File: src/rtl/sdac_pkg.sv
// Shared sizing for the framed serial converter front-end.
// Assumes one channel-select field located just below the top bit of the word.
package sdac_pkg;
    localparam int WORD_W  = 16;   // bits per command word
    localparam int CODE_W  = 10;   // converter code width
    localparam int NUM_CH  = 8;    // number of channels
    localparam int SEL_LSB = 12;   // lowest bit of the channel field
endpackage

File: src/rtl/sdac_sync.sv
// Multi-bit level synchronizer: each bit passes through STAGES flops.
// Assumes the bits are independent levels; no coherence between bits is implied.
module sdac_sync #(
    parameter int              W       = 1,
    parameter int              STAGES  = 2,
    parameter logic [W-1:0]    RST_VAL = '0
) (
    input  logic         clk,
    input  logic         rst_n,
    input  logic [W-1:0] d_async,
    output logic [W-1:0] q_sync
);
    logic [W-1:0] stg [STAGES];

    genvar s;
    generate
        for (s = 0; s < STAGES; s++) begin : g_stage
            if (s == 0) begin : g_first
                // first flop samples the asynchronous input
                always_ff @(posedge clk) begin
                    if (!rst_n) stg[0] <= RST_VAL;
                    else        stg[0] <= d_async;
                end
            end else begin : g_next
                // later flops resolve metastability
                always_ff @(posedge clk) begin
                    if (!rst_n) stg[s] <= RST_VAL;
                    else        stg[s] <= stg[s-1];
                end
            end
        end
    endgenerate

    assign q_sync = stg[STAGES-1];
endmodule

File: src/rtl/sdac_shifter.sv
// Frame receiver: detects falling serial clock edges in the system clock
// domain, shifts data MSB first and flags a completed word for one cycle.
// Assumes synchronized inputs and a system clock >= 4x the serial clock.
// The count is kept while frame_s stays low, so pauses inside a frame are harmless.
module sdac_shifter #(
    parameter int WW = 16
) (
    input  logic          clk,
    input  logic          rst_n,
    input  logic          sclk_s,
    input  logic          dat_s,
    input  logic          frame_s,
    output logic          word_done,
    output logic [WW-1:0] word
);
    localparam int CNTW = $clog2(WW + 1);
    localparam logic [CNTW-1:0] CNT_FULL = CNTW'(WW);
    localparam logic [CNTW-1:0] CNT_LAST = CNTW'(WW - 1);

    logic            sclk_d;
    logic            fall;
    logic [CNTW-1:0] cnt;
    logic [WW-1:0]   sreg;

    // delayed serial clock for edge detection
    always_ff @(posedge clk) begin
        if (!rst_n) sclk_d <= 1'b1;
        else        sclk_d <= sclk_s;
    end

    assign fall = sclk_d & ~sclk_s;

    // shift bits, count them, and flag the sixteenth
    always_ff @(posedge clk) begin
        if (!rst_n) begin
            cnt       <= '0;
            sreg      <= '0;
            word_done <= 1'b0;
        end else begin
            word_done <= 1'b0;
            if (frame_s) begin
                cnt <= '0;
            end else if (fall && (cnt < CNT_FULL)) begin
                sreg <= {sreg[WW-2:0], dat_s};
                cnt  <= cnt + 1'b1;
                if (cnt == CNT_LAST) word_done <= 1'b1;
            end
        end
    end

    assign word = sreg;
endmodule

File: src/rtl/sdac_regbank.sv
// Double-buffered channel storage: one input register and one output latch
// per channel. The output latches copy the input registers while load_s is low.
// Clear and reset zero both stages. Assumes synchronized load_s and clr_s.
module sdac_regbank #(
    parameter int NCH  = 8,
    parameter int CW   = 10,
    parameter int SELW = 3
) (
    input  logic              clk,
    input  logic              rst_n,
    input  logic              clr_s,
    input  logic              load_s,
    input  logic              wr_en,
    input  logic [SELW-1:0]   wr_sel,
    input  logic [CW-1:0]     wr_code,
    output logic [NCH*CW-1:0] dac_code
);
    genvar c;
    generate
        for (c = 0; c < NCH; c++) begin : g_ch
            logic [CW-1:0] in_r;
            logic [CW-1:0] out_r;

            // input register takes words addressed to this channel
            always_ff @(posedge clk) begin
                if (!rst_n || !clr_s)                           in_r <= '0;
                else if (wr_en && (wr_sel == SELW'(c)))         in_r <= wr_code;
            end

            // output latch follows the input register while load is low
            always_ff @(posedge clk) begin
                if (!rst_n || !clr_s) out_r <= '0;
                else if (!load_s)     out_r <= in_r;
            end

            assign dac_code[c*CW +: CW] = out_r;
        end
    endgenerate
endmodule

File: src/rtl/sdac_frontend.sv
// Top of the framed serial converter front-end. It synchronizes the five
// asynchronous inputs, receives 16-bit words and stores the selected code
// in a double-buffered bank. Assumes clk runs at least 4x ser_clk.
module sdac_frontend
    import sdac_pkg::*;
#(
    parameter int NCH         = NUM_CH,
    parameter int CW          = CODE_W,
    parameter int WW          = WORD_W,
    parameter int SEL_LO      = SEL_LSB,
    parameter int SYNC_STAGES = 2
) (
    input  logic              clk,
    input  logic              rst_n,
    input  logic              ser_clk,
    input  logic              ser_dat,
    input  logic              frame_n,
    input  logic              load_n,
    input  logic              clear_n,
    output logic [NCH*CW-1:0] dac_code
);
    localparam int SELW = $clog2(NCH);

    logic          sclk_q, dat_q, frame_q, load_q, clr_q;
    logic          word_done;
    logic [WW-1:0] word;
    logic          unused_bits;

    // bring all asynchronous inputs into the clk domain (idle levels on reset)
    sdac_sync #(
        .W       (5),
        .STAGES  (SYNC_STAGES),
        .RST_VAL (5'b10111)
    ) u_sync (
        .clk     (clk),
        .rst_n   (rst_n),
        .d_async ({ser_clk, ser_dat, frame_n, load_n, clear_n}),
        .q_sync  ({sclk_q, dat_q, frame_q, load_q, clr_q})
    );

    sdac_shifter #(
        .WW (WW)
    ) u_shift (
        .clk       (clk),
        .rst_n     (rst_n),
        .sclk_s    (sclk_q),
        .dat_s     (dat_q),
        .frame_s   (frame_q),
        .word_done (word_done),
        .word      (word)
    );

    sdac_regbank #(
        .NCH  (NCH),
        .CW   (CW),
        .SELW (SELW)
    ) u_bank (
        .clk      (clk),
        .rst_n    (rst_n),
        .clr_s    (clr_q),
        .load_s   (load_q),
        .wr_en    (word_done),
        .wr_sel   (word[SEL_LO +: SELW]),
        .wr_code  (word[CW-1:0]),
        .dac_code (dac_code)
    );

    // bits outside the channel and code fields are don't-care
    assign unused_bits = ^{word[WW-1], word[SEL_LO-1:CW]};
endmodule

File: config.mk
export PLATFORM = sky130hd
export DESIGN_NAME = sdac_frontend
export DESIGN_NICKNAME = d
export VERILOG_FILES = /design/src/rtl/sdac_pkg.sv /design/src/rtl/sdac_sync.sv /design/src/rtl/sdac_shifter.sv /design/src/rtl/sdac_regbank.sv /design/src/rtl/sdac_frontend.sv
export SDC_FILE = /design/constraint.sdc
export NUM_CORES = 1
export LEC_CHECK = 0
export ABC_CLOCK_PERIOD_IN_PS = 1600
export CAP_MARGIN = 30
export CORE_ASPECT_RATIO = 0.5
export CORE_MARGIN = 8
export CORE_UTILIZATION = 35
export CTS_CLUSTER_SIZE = 16
export DETAILED_ROUTE_END_ITERATION = 7
export DONT_BUFFER_PORTS = 1
export GPL_TIMING_DRIVEN = 0
export PLACE_DENSITY = 0.59
export SETUP_SLACK_MARGIN = 0.3
export SLEW_MARGIN = 15
export SYNTH_ARGS = -nofsm -noshare
export SYNTH_HDL_FRONTEND = slang
export SYNTH_HIERARCHICAL = 1
export SYNTH_SLANG_ARGS = --single-unit
File: constraint.sdc
create_clock -name clk -period 1.6 [get_ports clk]
set_input_delay 0.08 -clock clk [delete_from_list [all_inputs] [get_ports clk]]
set_output_delay 0.08 -clock clk [all_outputs]
set_load 0.1 [all_outputs]
==> results.toml, run 1 <==
[final_layout]
areaGrowthSynthToFinish_pct = 24.4
layout.nets = 717
antenna_cells = 0
drive_gt1_share_pct = 27.0
instances_no_fill = 987
post-route-util_pct = 44.5

[setup_path]
r2r-end = "u_shift/cnt[4]$_SDFFE_PP0P_"
r2r_slack_ns = 0.20
crit_fanout = 2
startpoint_type = "flip-flop"
cp_slowest_stage_delay_ns = 0.36
rr_worst_depth = 5
slowest_stage = "or3b_4"
cp.required_ns = 1.97
critPathLaunch = "u_shift/cnt[1]$_SDFFE_PP0P_"
rr_startpoint = "u_shift/cnt[1]$_SDFFE_PP0P_"
path_cells = "ha_2, and3_4, ha_4, or3b_4, a21oi_2"
path_class = "flip-flop to flip-flop"
worst_ep_arrival_time_ns = 1.77
end_kind = "flip-flop"
cp-endpoint = "u_shift/cnt[4]$_SDFFE_PP0P_"

[global_routing]
grt_max_degree = 18
grt_pass1_wl_um = 27100
grt_overflow_total = 0
track_usage_pct = 14.0
grt_pass1_vias = 4751
antenna_found_initial = 0

[clocking]
cts_made_buffers = 17
clkTransAtPathRegs_ns = 0.07
cts_tree = "built"
clockRootBuffer = "clkbuf_16"
clock_path_buffers = 2
htreeDepth = 4
insertion_delay_ns = 0.43
numClockSinks = 192

[place]
dp_hpwl_um = 11600
place_ws_ns = -0.472
dp.cells = 938
gp_congestion = 0.737
numPortBuffers = 0

[floorplanning]
initial_core_util_pct = 35.7
die_h_um = 116
die_w_um = 215
core_area_mm2 = 0.0195
ioPinCount = 87
rows = 36
die_area_mm2 = 0.0249

[synth]
synth_nets = 673
ys_warn_count = 6
synthCells = 664
syn_avg_cell_area_um2 = 10.5
syn_area_mm2 = 0.00695

[sta]
finalCriticalPeriod_ns = 1.40
finalSetupViolCount = 0
slew_violations = 0
worstMarginPinSlew_ns = 0.700
fmax_mhz = 713
finalClockSkew_ns = 0.00893
fin_ws_ns = 0.197
fin_crit_sh_pct = 87.7
rsz0062_at_grt = "true"
hold_violations = 0
slew_headroom_pct = 53.4

[pwr]
powerDensity_mw_per_mm2 = 1140
p_leak_uw = 0.00395
power_uw = 9830
irDropWorstVdd_v = 0.000699

[detailed_routing]
drc = 0
num_vias = 4820
drt-initial-drc-count = 268
wire_per_inst_um = 17.6
dr.pass1.iters = 5
ant_nets = 0
viasPerCell = 4.88
totalWireLength_um = 17400

[hold_path]
min_path_type = "input port to flip-flop"

[job]
drv_cap = 0

[status]
outcome = "complete, no violations"
==> critical path: cells and delay by family (launching register included) <==
family | cells | cell delay (ns)
AO/OA/AOI/OAI | 1 | 0.11
adder cells (fa/ha/maj) | 2 | 0.36
flip-flops | 1 | 0.33
AND/OR/NAND/NOR | 2 | 0.55
==> flip-flops by register name (all words and copies together), names as in the netlist <==
name               cells
u_bank/g_ch.in_r      80
u_bank/g_ch.out_r     80
u_shift/cnt            5
u_shift/sclk_d         1
u_shift/word          15
u_shift/word_done      1
u_sync/stg            10
==> final cells by class <==
class                      instances  area [um^2]
buffer                            52          344
clock buffer                      18          439
clock inverter                    14          225
fill                            1789        10800
inverter                           2         7.51
multi-input combinational        418         3070
sequential                       192         3960
tap                              266          333
timing repair buffer              25          278
==> through the flow <==
step           hold WS [ns]  cell area, um^2  TNS [ns]
2_1_floorplan         0.153             6960         0
4_1_cts               0.221             8550         0
5_1_grt               0.246             8650         0
6_report              0.242             8650         0
3_3_place_gp          0.158             7290    -50.90
3_5_place_dp          0.159             7420    -47.04
==> worst min path at each step <==
stage               startpoint                     endpoint  slack [ns]  depth (start not counted)
floorplan                rst_n  u_sync/stg[0][0]$_SDFF_PN1_        0.15                          1
global placement         rst_n  u_sync/stg[1][4]$_SDFF_PN1_        0.16                          1
detailed placement       rst_n  u_sync/stg[1][4]$_SDFF_PN1_        0.16                          1
CTS                      rst_n  u_sync/stg[0][1]$_SDFF_PN1_        0.22                          2
global route             rst_n  u_sync/stg[0][2]$_SDFF_PN1_        0.25                          2
finish                   rst_n  u_sync/stg[0][2]$_SDFF_PN1_        0.24                          2
==> where the power goes <==
part           internal [uW]  switching, uW
Combinational           93.5            199
Sequential              4780           6.01
Clock                   2850           1910
Total                   7720           2110
==> routing by layer <==
metal  vias up  track usage (%)  part of all wire [%]
met5         -                0                     0
met4         0             5.96                   1.7
met3        19             4.30                   5.0
met2        70             22.8                    48
met1      2337             17.2                    45
li1       2394                -                     -
==> cell usage in the layout, fill, tap and decap left out, drive strengths merged <==
master         n
nand2         18
clkbuf        45
mux2i        160
inv            7
dlygate4sd3    7
nor3           1
nand2b        10
nand4bb        3
ha             2
nand4          1
or3            1
xnor2          2
or4b           1
dfxtp        192
o21ai         16
nor3b          1
clkinv         2
nor4b          1
and3           1
bufinv         5
nand4b         3
nor2          82
nor4bb         2
a21oi          3
nand3        106
and2           2
or3b           2
clkinvlp       2
buf           43
==> repair_timing <==
action                                  CTS  global route
gates resized for setup                 143            47
pin swaps                                 5             5
endpoints found under the setup margin  253           150
setup buffers                             7             2
hold endpoints to repair                 13             0
hold buffers                              7             0
cloned                                    1             0
Power figures use the tool's default switching activity.
==> run 2: changes to the inputs <==
--- a/config.mk
+++ b/config.mk
@@ -7,6 +7,8 @@
 export LEC_CHECK = 0
 export ABC_CLOCK_PERIOD_IN_PS = 1600
 export CAP_MARGIN = 30
+export CELL_PAD_IN_SITES_DETAIL_PLACEMENT = 1
+export CELL_PAD_IN_SITES_GLOBAL_PLACEMENT = 2
 export CORE_ASPECT_RATIO = 0.5
 export CORE_MARGIN = 8
 export CORE_UTILIZATION = 35
@@ -14,7 +16,8 @@
 export DETAILED_ROUTE_END_ITERATION = 7
 export DONT_BUFFER_PORTS = 1
 export GPL_TIMING_DRIVEN = 0
-export PLACE_DENSITY = 0.59
+export PLACE_DENSITY_LB_ADDON = 0.15
+export RECOVER_POWER = 25
 export SETUP_SLACK_MARGIN = 0.3
 export SLEW_MARGIN = 15
 export SYNTH_ARGS = -nofsm -noshare
==> run 2 against run 1 <==
Critical path depth decreased by 1. Die area unchanged. Combinational power increased by 4%. Clock power decreased by 14%. Register-to-register slack about the same. Hold slack improved by 0.017 ns. Cell area decreased by 1.2%. Sequential power about the same. First-iteration DRC count decreased by 50%. Global-route usage increased by 2.0 points. Largest cell class unchanged. Highest routed layer unchanged.
==> results.toml, run 2 (synthesis results as in run 1) <==
[sta]
finalClockSkew_ns = 0.0109
fmax_mhz = 709
finalSetupViolCount = 0
finalCriticalPeriod_ns = 1.41
hold_violations = 0
slew_violations = 0
rsz0062_at_grt = "true"
fin_ws_ns = 0.190
slew_headroom_pct = 57.5
fin_crit_sh_pct = 88.1
worstMarginPinSlew_ns = 0.637

[detailed_routing]
wire_per_inst_um = 19.9
ant_nets = 0
num_vias = 4947
drt-initial-drc-count = 135
dr.pass1.iters = 4
viasPerCell = 4.99
totalWireLength_um = 19700
drc = 0

[global_routing]
grt_pass1_vias = 5328
antenna_found_initial = 0
grt_max_degree = 17
grt_pass1_wl_um = 30900
track_usage_pct = 16.0
grt_overflow_total = 0

[place]
numPortBuffers = 0
gp_congestion = 0.714
place_ws_ns = -0.615
dp.cells = 934
dp_hpwl_um = 13000

[floorplanning]
die_h_um = 116
core_area_mm2 = 0.0195
die_w_um = 215
initial_core_util_pct = 35.7
die_area_mm2 = 0.0249
rows = 36
ioPinCount = 87

[final_layout]
instances_no_fill = 991
layout.nets = 721
antenna_cells = 0
mostFrequentLayoutCell = "mux2i_1"
mostFrequentLayoutCells = "mux2i_1, dfxtp_1, nand3_1"
drive_gt1_share_pct = 26.6
areaGrowthSynthToFinish_pct = 23.0

[clocking]
numClockSinks = 192
insertion_delay_ns = 0.43
clkTransAtPathRegs_ns = 0.07
clockRootBuffer = "clkbuf_16"
cts_tree = "built"
clock_path_buffers = 2
htreeDepth = 4
cts_made_buffers = 17

[setup_path]
worst_ep_arrival_time_ns = 1.70
end_kind = "flip-flop"
startpoint_type = "flip-flop"
crit_fanout = 10
path_class = "flip-flop to flip-flop"
cp.required_ns = 1.89

[hold_path]
min_path_type = "input port to flip-flop"

[status]
outcome = "complete, no violations"

[pwr]
powerDensity_mw_per_mm2 = 1070
p_leak_uw = 0.00390
irDropWorstVdd_v = 0.000677

[job]
drv_cap = 0
run 2: cell count changes in the layout (fill, tap and decap cells not counted), sizes merged:
cell         change
inv              -4
bufinv           -4
clkbuf          +11
buf              -3
clkinvlp         +2
clkinv           +1
dlygate4sd3      +1
run 2: layer usage:
layer | wire length [um] | track usage, % | up-vias
met5 | 0 | 0 | -
met4 | 252 | 5.14 | 0
met3 | 618 | 3.88 | 16
met2 | 9140 | 25.6 | 57
met1 | 9700 | 21.2 | 2477
li1 | - | - | 2397
run 2: cell type report:
cell class                 instances  area [um^2]
timing repair buffer              29          268
fill                            2152        10900
tap                              266          333
buffer                            52          349
sequential                       192         3960
multi-input combinational        418         3080
inverter                           2         7.51
clock inverter                     9         83.8
clock buffer                      23          468
run 2: path summary, 6_finish.rpt:
kind	start	to	cells past startpoint	slack, ns
worst min-delay path	rst_n	u_sync/stg[1][4]$_SDFF_PN1_	2	0.26
worst min register to register	u_sync/stg[0][0]$_SDFF_PN1_	u_sync/stg[1][0]$_SDFF_PN1_	1	0.41
worst max-delay path	u_sync/stg[1][0]$_SDFF_PN1_	u_bank/g_ch[1].out_r[8]$_SDFFE_PP0N_	4	0.19
worst max register to register	u_sync/stg[1][0]$_SDFF_PN1_	u_bank/g_ch[1].out_r[8]$_SDFFE_PP0N_	4	0.19
run 2: metrics by stage:
step | instance area (um^2) | hold WS (ns) | TNS (ns) | utilization, % | power [uW]
after floorplan | 6960 | 0.153 | 0 | - | 5080
after global placement | 7290 | 0.157 | -39.06 | 37.5 | 5150
after detailed placement | 7360 | 0.159 | -56.90 | 37.8 | 5150
after CTS | 8460 | 0.234 | 0 | 43.5 | 9270
after global routing | 8550 | 0.249 | 0 | 44.0 | 9530
final | 8550 | 0.258 | 0 | 44.0 | 9160
run 2: timing repair:
action                                  in CTS  in global routing
setup buffers                                8                  7
gates resized for setup                    159                 39
pin swaps                                    7                  7
hold buffers                                 8                  0
endpoints found under the hold margin       13                  0
gates cloned                                 1                  1
endpoints found under the setup margin     255                140
run 2: critical path: stages, from the launching register on:
cell      delay (ns)
dfxtp_1         0.32
buf_6           0.15
nand2_2         0.20
clkbuf_1        0.49
nor2_1          0.11
run 2: power by group:
part / internal, uW / total, uW / switching [uW]
Sequential: 4780 / 4790 / 6.34
Clock: 2230 / 4070 / 1850
Combinational: 95.1 / 304 / 208
Total: 7100 / 9160 / 2060
